## src/rtl/evt_timer16_pkg.sv

```systemverilog
package evt_timer16_pkg;

   typedef enum logic [1:0] {
      MODE_STOP  = 2'b00,
      MODE_FREE  = 2'b01,
      MODE_TRIG  = 2'b10,
      MODE_MATCH = 2'b11
   } tmr_mode_e;

   typedef enum logic [1:0] {
      EDGE_NONE = 2'b00,
      EDGE_RISE = 2'b01,
      EDGE_FALL = 2'b10,
      EDGE_BOTH = 2'b11
   } edge_sel_e;

   localparam logic [1:0] ADDR_CTRL  = 2'd0;
   localparam logic [1:0] ADDR_CMP0  = 2'd1;
   localparam logic [1:0] ADDR_CMP1  = 2'd2;
   localparam logic [1:0] ADDR_COUNT = 2'd3;

   localparam int CTRL_COND_BIT = 2;
   localparam int CTRL_OVF_BIT  = 3;
   localparam int CTRL_BITS     = 4;

endpackage

```

## src/rtl/evt_timer16_trig.sv

```systemverilog
module evt_timer16_trig
   import evt_timer16_pkg::*;
#(
   parameter int STAGES = 2
) (
   input  logic       clk,
   input  logic       rst_n,
   input  logic       trig_in,
   input  logic [1:0] edge_sel,
   output logic       trig_edge
);

   if (STAGES < 2) begin : g_bad_stages
      $error("evt_timer16_trig: STAGES must be at least 2");
   end

   logic [STAGES-1:0] chain_q;
   logic              last_q;
   logic              rise, fall;

   always_ff @(posedge clk) begin
      if (!rst_n) begin
         chain_q <= '0;
         last_q  <= 1'b0;
      end else begin
         chain_q <= {chain_q[STAGES-2:0], trig_in};
         last_q  <= chain_q[STAGES-1];
      end
   end

   assign rise = chain_q[STAGES-1] & ~last_q;
   assign fall = ~chain_q[STAGES-1] & last_q;

   always_comb begin
      case (edge_sel_e'(edge_sel))
         EDGE_RISE: trig_edge = rise;
         EDGE_FALL: trig_edge = fall;
         EDGE_BOTH: trig_edge = rise | fall;
         default:   trig_edge = 1'b0;
      endcase
   end

endmodule

```

## src/rtl/evt_timer16_core.sv

```systemverilog
module evt_timer16_core
   import evt_timer16_pkg::*;
#(
   parameter int WIDTH = 16,
   parameter int NCMP  = 2
) (
   input  logic             clk,
   input  logic             rst_n,
   input  tmr_mode_e        mode,
   input  logic             tick,
   input  logic             trig_edge,
   input  logic [WIDTH-1:0] cmp [NCMP],
   output logic [WIDTH-1:0] count,
   output logic             wrap,
   output logic             match
);

   localparam logic [WIDTH-1:0] CNT_MAX = '1;

   logic            run, trig_clr, step, top_clr;
   logic [NCMP-1:0] hit;

   for (genvar i = 0; i < NCMP; i++) begin : g_cmp
      assign hit[i] = (count == cmp[i]);
   end

   assign run      = (mode != MODE_STOP);
   assign trig_clr = run && (mode == MODE_TRIG) && trig_edge;
   assign step     = run && tick && !trig_clr;
   assign top_clr  = step && (mode == MODE_MATCH) && hit[0];
   assign match    = step && (|hit);
   assign wrap     = step && (count == CNT_MAX);

   always_ff @(posedge clk) begin
      if (!rst_n) begin
         count <= '0;
      end else if (!run || trig_clr) begin
         count <= '0;
      end else if (step) begin
         count <= top_clr ? '0 : count + 1'b1;
      end
   end

endmodule

```

## src/rtl/evt_timer16.sv

```systemverilog
module evt_timer16
   import evt_timer16_pkg::*;
#(
   parameter int WIDTH       = 16,
   parameter int SYNC_STAGES = 2
) (
   input  logic             clk,
   input  logic             rst_n,
   input  logic             wr_en,
   input  logic [1:0]       waddr,
   input  logic [WIDTH-1:0] wdata,
   input  logic [1:0]       raddr,
   output logic [WIDTH-1:0] rdata,
   input  logic             tick,
   input  logic             trig_in,
   input  logic [1:0]       edge_sel,
   output logic             tmr_out,
   output logic             ovf_flag
);

   localparam int NCMP = 2;

   if (WIDTH < CTRL_BITS) begin : g_bad_width
      $error("evt_timer16: WIDTH too small for the control word");
   end

   tmr_mode_e        mode_q;
   logic             cond_q;
   logic             ovf_q;
   logic             out_q;
   logic [WIDTH-1:0] cmp_q [NCMP];
   logic [WIDTH-1:0] count_q;
   logic             trig_edge, wrap, match, run, wr_ctrl, toggle;

   assign run     = (mode_q != MODE_STOP);
   assign wr_ctrl = wr_en && (waddr == ADDR_CTRL);

   always_ff @(posedge clk) begin
      if (!rst_n) begin
         mode_q <= MODE_STOP;
         cond_q <= 1'b0;
      end else if (wr_ctrl) begin
         mode_q <= tmr_mode_e'(wdata[1:0]);
         cond_q <= wdata[CTRL_COND_BIT];
      end
   end

   for (genvar i = 0; i < NCMP; i++) begin : g_cmp_reg
      localparam logic [1:0] CH_ADDR = 2'(int'(ADDR_CMP0) + i);
      always_ff @(posedge clk) begin
         if (!rst_n)
            cmp_q[i] <= '0;
         else if (wr_en && (waddr == CH_ADDR))
            cmp_q[i] <= wdata;
      end
   end

   evt_timer16_trig #(.STAGES(SYNC_STAGES)) u_trig (
      .clk       (clk),
      .rst_n     (rst_n),
      .trig_in   (trig_in),
      .edge_sel  (edge_sel),
      .trig_edge (trig_edge)
   );

   evt_timer16_core #(.WIDTH(WIDTH), .NCMP(NCMP)) u_core (
      .clk       (clk),
      .rst_n     (rst_n),
      .mode      (mode_q),
      .tick      (tick),
      .trig_edge (trig_edge),
      .cmp       (cmp_q),
      .count     (count_q),
      .wrap      (wrap),
      .match     (match)
   );

   assign toggle = run && (match || (cond_q && trig_edge));

   always_ff @(posedge clk) begin
      if (!rst_n)
         out_q <= 1'b0;
      else
         out_q <= out_q ^ toggle;
   end

   always_ff @(posedge clk) begin
      if (!rst_n || !run)
         ovf_q <= 1'b0;
      else if (wrap)
         ovf_q <= 1'b1;
      else if (wr_ctrl)
         ovf_q <= wdata[CTRL_OVF_BIT];
   end

   always_comb begin
      rdata = '0;
      case (raddr)
         ADDR_CTRL: begin
            rdata[1:0]           = mode_q;
            rdata[CTRL_COND_BIT] = cond_q;
            rdata[CTRL_OVF_BIT]  = ovf_q;
         end
         ADDR_CMP0: rdata = cmp_q[0];
         ADDR_CMP1: rdata = cmp_q[1];
         default:   rdata = count_q;
      endcase
   end

   assign tmr_out  = out_q;
   assign ovf_flag = ovf_q;

endmodule

```

## config.mk

```make
export PLATFORM = sky130hd
export DESIGN_NAME = evt_timer16
export DESIGN_NICKNAME = d
export VERILOG_FILES = /design/src/rtl/evt_timer16_pkg.sv /design/src/rtl/evt_timer16_trig.sv /design/src/rtl/evt_timer16_core.sv /design/src/rtl/evt_timer16.sv
export SDC_FILE = /design/constraint.sdc
export NUM_CORES = 1
export LEC_CHECK = 0
export ABC_AREA = 1
export BUFFER_PORTS_ARGS = -buffer_cell sky130_fd_sc_hd__buf_2
export CAP_MARGIN = 40
export CELL_PAD_IN_SITES_DETAIL_PLACEMENT = 2
export CELL_PAD_IN_SITES_GLOBAL_PLACEMENT = 2
export CORE_ASPECT_RATIO = 0.75
export CORE_MARGIN = 1
export CORE_UTILIZATION = 33
export DETAILED_ROUTE_END_ITERATION = 12
export GPL_TIMING_DRIVEN = 0
export PLACE_DENSITY = 0.86
export SETUP_SLACK_MARGIN = 0.15
export SLEW_MARGIN = 20
export SYNTH_ARGS = -nofsm -noshare
export SYNTH_HDL_FRONTEND = slang
export SYNTH_SLANG_ARGS = --single-unit
```

## constraint.sdc

```tcl
create_clock -name clk -period 4.25 [get_ports clk]
set_input_delay 0.2125 -clock clk [delete_from_list [all_inputs] [get_ports clk]]
set_output_delay 0.2125 -clock clk [all_outputs]
set_load 0.005 [all_outputs]
```

### Word-level counts from Yosys, hierarchy flattened

Cells that the tools add are included.

| cells by class | value |
|---|---|
| $add $sub $neg | 1 |
| reductions and logical operators | 25 |
| multiplexer cells | 6 |
| bitwise logic cells | 7 |
| equal/unequal tests | 12 |

Operator list:

| cell | count |
|---|---|
| $pmux 12 s3 | 1 |
| $eq 16x16->1 | 2 |
| $add 16x1->16 const B | 1 |
| $eq 16x16->1 const B | 1 |
| $mux 16 | 1 |
| $logic_and 1x1->1 | 13 |
| $eq 2x2->1 const B | 6 |
| $pmux 4 s3 | 1 |
| $eq 2x1->1 const B | 3 |
| $logic_not 2->1 | 2 |
| $reduce_bool 2->1 | 2 |
| $reduce_or 2->1 | 2 |
| $logic_not 1->1 | 3 |
| $logic_or 1x1->1 | 3 |
| $not 1->1 | 3 |
| $pmux 1 s3 | 1 |
| $and 1x1->1 | 2 |
| $mux 1 | 2 |
| $or 1x1->1 | 1 |
| $xor 1x1->1 | 1 |

| word-level totals | value |
|---|---|
| logic and storage cells | 60 |
| output and inout port bits | 18 |
| register bits | 56 |
| input port bits | 27 |

### Longest topological paths before layout

| logic depth | value |
|---|---|
| depth after elaboration | 11 |
| depth in mapped cells | 13 |
| gate-level depth less buffers | 13 |

### By module

Synthesis repeated with hierarchy kept, for this count alone.

| second synthesis, totals | value |
|---|---|
| cells, all modules | 514 |
| area, all modules | 3258.1 um^2 |

By module, submodules not included:

| module | sequential area each (um^2) | times used | cells each | area an instance (um^2) |
|---|---|---|---|---|
| evt_timer16 | 740.7 | 1 | 253 | 1737.9 |
| evt_timer16_core | 320.3 | 1 | 241 | 1373.8 |
| evt_timer16_trig | 60.1 | 1 | 20 | 146.4 |

### Least setup slack after synthesis

Ideal clock, no wire load.

| timing | value |
|---|---|
| kind | reg2reg |
| from | reg u_trig.last_q |
| to | reg u_core.count[14] |
| setup time | 112 ps |
| cell stages (with the launch flop) | 14 |
| arrival | 1608 ps |
| clock period less this slack | 1720 ps |
| path buffers | 0 |
| slack | 2530 ps |
| cell sequence | dfxtp_1 > inv_1 > ha_1 > nand3b_1 > nand3_1 > nand2_1 > nand2_1 > clkinv_1 > nand2_1 > nor2_1 > nand3_1 > nand2_1 > nand2_1 > nor2_1 |

| between the ends | value |
|---|---|
| longest elaborated chain between the ends | 10 |

Ends and longest elaborated chain:

| element | RTL line | RTL |
|---|---|---|
| start: declaration | evt_timer16_trig.sv:18 | `logic last_q;` |
| start signal: assignment | evt_timer16_trig.sv:27 | `last_q <= chain_q[STAGES-1];` |
| $not 1->1 | evt_timer16_trig.sv:31 | `assign rise = chain_q[STAGES-1] & ~last_q;` |
| $and 1x1->1 | evt_timer16_trig.sv:31 |  |
| $or 1x1->1 | evt_timer16_trig.sv:38 | `EDGE_BOTH: trig_edge = rise \| fall;` |
| $pmux 1 s3 (*) | evt_timer16_trig.sv:35 | `case (edge_sel_e'(edge_sel))` |
| $logic_and 1x1->1 (*) | evt_timer16_core.sv:28 | `assign trig_clr = run && (mode == MODE_TRIG) && trig_edge;` |
| $logic_not 1->1 | evt_timer16_core.sv:29 | `assign step = run && tick && !trig_clr;` |
| $logic_and 1x1->1 | evt_timer16_core.sv:29 |  |
| $logic_and 1x1->1 (2 in series) | evt_timer16_core.sv:30 | `assign top_clr = step && (mode == MODE_MATCH) && hit[0];` |
| $mux 16 | evt_timer16_core.sv:40 | `count <= top_clr ? '0 : count + 1'b1;` |
| end signal: assignment | evt_timer16_core.sv:40 |  |
| end: declaration | evt_timer16_core.sv:13 | `output logic [WIDTH-1:0] count,` |

Mark *: on every way between the ends. The rest lies on a longest branch, timed or not.
A chain may end at the register's enable or synchronous reset.

### Worst setup path after layout

Ends and elaborated chain as after synthesis.

==> results.ini <==
[drt]
ant_nets=0
wire_per_inst_microns=19.2
via_count=3430
dr.pass1.iters=4
drc=0
vias_per_cell=5.36
drtIter0Drc=143
wirelength_microns=12300

[cells_and_area]
area_delta_synth_final_pct=16.5
seq_area_sq_mm=0.00112
multi_input_area_sq_mm=0.00160
fill_cells=1097
fin_nets=561
drive_gt1_share_pct=12.4
num_antenna_cells=0
stdcell_area_sq_mm=0.00355

[floorplan]
die_w_microns=113
pin_count=45
start_util_pct=35.0
die_area_sq_mm=0.00962
core_sq_mm=0.00871
die_y_microns=85.2
rows=29

[clock_network]
post_cts_resized=0
cts_setup_buffers=0
clock-sinks=56
worstSkewPairLatency_ns=0.31
htreeDepth=2
cts_tree=yes
cts.reportedPaths.clkPinSlew_ns=0.07
root_buffer=clkbuf_16
cts-hold-fix-buffers=0
clk_path_buf_depth=2
cts_buffers=5

[power]
netSwitchingFraction_pct=28.5
pwr-share-clk_pct=38.1
p_leak_nw=1.56
seq_power_share_pct=48.0
power.density_mw_per_mm2=327
p_int_mw=0.830
ir_drop_uv=164
pwr-share-comb_pct=13.9
switchingPower_mw=0.330

[grt]
antenna_found_initial=0
grt_util_all_layers_pct=27.1
grt_overflow=0
grt_pass1_wl_microns=19300
grt_start_max_net_pins=16
grt_pass1_vias=3575

[synthesis]
synth_cell_types=24
synth_compound_area_share_pct=18.6
yosys.area.top_type=dfxtp_1
syn-num-nets=510
postSynthAreaPerCell_sq_um=6.35
synthAdderAreaFrac_pct=1.23
synth_top_family_by_area=simple AND/OR/NAND/NOR gates
synthArstFlopShare_pct=0
ys.flop_type=dfxtp_1
yosysSeqAreaShare_pct=36.8
synth_seq_cells=56
synth_area_leaders=dfxtp_1 (37%), nand2_1 (18%), inv_1 (7.5%), o21ai_0 (7.2%), a21oi_1 (6.7%)
synth_edf_count=0
synth-xor-area-share_pct=2.87
synth_top_area_share_pct=36.8
synth-simple-area-share_pct=29.9
netlist_area_sq_mm=0.00305
synth_cells=480
synthMuxAreaShare_pct=0
ys.warnings.count=0

[sta]
period_share_pct=54.8
period_needed_ns=2.33
setup-tns-final_ns=0
worst_slew_pin_slew_ns=0.773
grt_setup_unrepaired=no
fin_skew_ns=0.00335
finalMaxSlewViolations=0
hold_viol=0
relSlewSlack_pct=48.5
whs_ns=0.0912
timing.fmax_mhz=430
finalSetupViolCount=0

[setup_path]
path_max_fanout=9
reg2reg_depth=13
cp.required_ns=4.46
start_kind=register
cp-end-kind=register
crit_arrival_ns=2.53
r2r_setup_slack_ns=1.92
path_class=register to register

[run]
maxCapViolations=0

[placed_design]
dpl_cell_area_sq_mm=0.00340
dp_hpwl_microns=9270
place_congestion=0.845
io_buffers=44

[hold_path]
hold_path_class=input pin to register
whs_path_depth=3

[status]
status=complete, no violations

## final timing paths
kind	startpoint	to
max	u_trig.last_q	u_core.count[14]
min	trig_in	u_trig.chain_q[0]
max reg2reg	u_trig.last_q	u_core.count[14]
min reg2reg	u_trig.chain_q[0]	u_trig.chain_q[1]
## power groups by stage
| stage | Sequential (mW) | Clock (mW) | Combinational, mW |
|---|---|---|---|
| 2_1_floorplan | 0.565 | 0 | 0.0916 |
| 3_3_place_gp | 0.567 | 0 | 0.150 |
| 3_5_place_dp | 0.569 | 0 | 0.160 |
| 4_1_cts | 0.557 | 0.445 | 0.162 |
| 5_1_grt | 0.559 | 0.462 | 0.180 |
| 6_report | 0.557 | 0.442 | 0.162 |
## per-layer routing
metal	track usage, %	wire length [microns]
met2	45.2	5750
met3	3.86	478
met5	0	0
met1	36.4	5900
met4	8.25	172
## through the flow
step / cells / utilization (%) / setup WS (ns) / power (mW)
3_3_place_gp: 632 / 39.1 / 2.14 / 0.717
6_report: 640 / 40.7 / 1.92 / 1.16
3_5_place_dp: 632 / 39.1 / 1.98 / 0.729
5_1_grt: 640 / 40.7 / 1.80 / 1.20
2_1_floorplan: 480 / - / 2.53 / 0.656
4_1_cts: 640 / 40.7 / 1.95 / 1.16
## synthesized netlist by cell type, types with 5 or more instances
library cell,instances
nand2_1,148
o221ai_1,12
inv_1,61
xor2_1,10
inv_2,8
nand3_1,12
dfxtp_1,56
a21oi_1,41
o21ai_0,44
clkbuf_1,13
nor3_1,5
nor2_1,50
## critical path, stage by stage (launching register included)
cell	delay, ns
dfxtp_1	0.34
inv_1	0.05
ha_1	0.28
nand3b_1	0.17
nand3_1	0.11
nand2_1	0.11
nand2_1	0.23
clkinv_1	0.33
nand2_1	0.25
nor2_1	0.10
nand3_1	0.08
nand2_1	0.06
nand2_1	0.07
nor2_1	0.04
## flip-flops by register name, indices dropped and copies added, names as in the netlist
register        flops
cmp_q              32
u_core.count       16
mode_q              2
u_trig.chain_q      2
cond_q              1
ovf_flag            1
tmr_out             1
u_trig.last_q       1
## final cells by class
type / count / share of cell area, %
multi-input combinational: 340 / 45.2
sequential: 56 / 31.6
inverter: 70 / 7.40
timing repair buffer: 44 / 6.21
clock buffer: 8 / 4.13
tap: 108 / 3.81
buffer: 14 / 1.69
## layout by cell type (no fill, tap or decap), types with 2 or more instances in the layout
master     count
nand2_1      148
inv_1         61
dfxtp_1       56
nor2_1        50
o21ai_0       44
buf_2         44
a21oi_1       41
clkbuf_1      15
o221ai_1      12
nand3_1       12
xor2_1        10
inv_2          8
nor3_1         5
clkbuf_16      5
o22ai_1        3
nor2_2         3
ha_1           3
nand4_1        2
nand3_2        2
## cells by family (layout without fill, tap and decap cells)
| logic type | after synthesis | in the layout |
|---|---|---|
| AO/OA/AOI/OAI | 101 | 101 |
| buffers and inverters | 84 | 136 |
| adder cells (fa/ha/maj) | 3 | 3 |
| AND/OR/NAND/NOR | 226 | 226 |
| XOR/XNOR | 10 | 10 |
| flip-flops | 56 | 56 |
No activity file was read; power rests on OpenSTA's default activity.
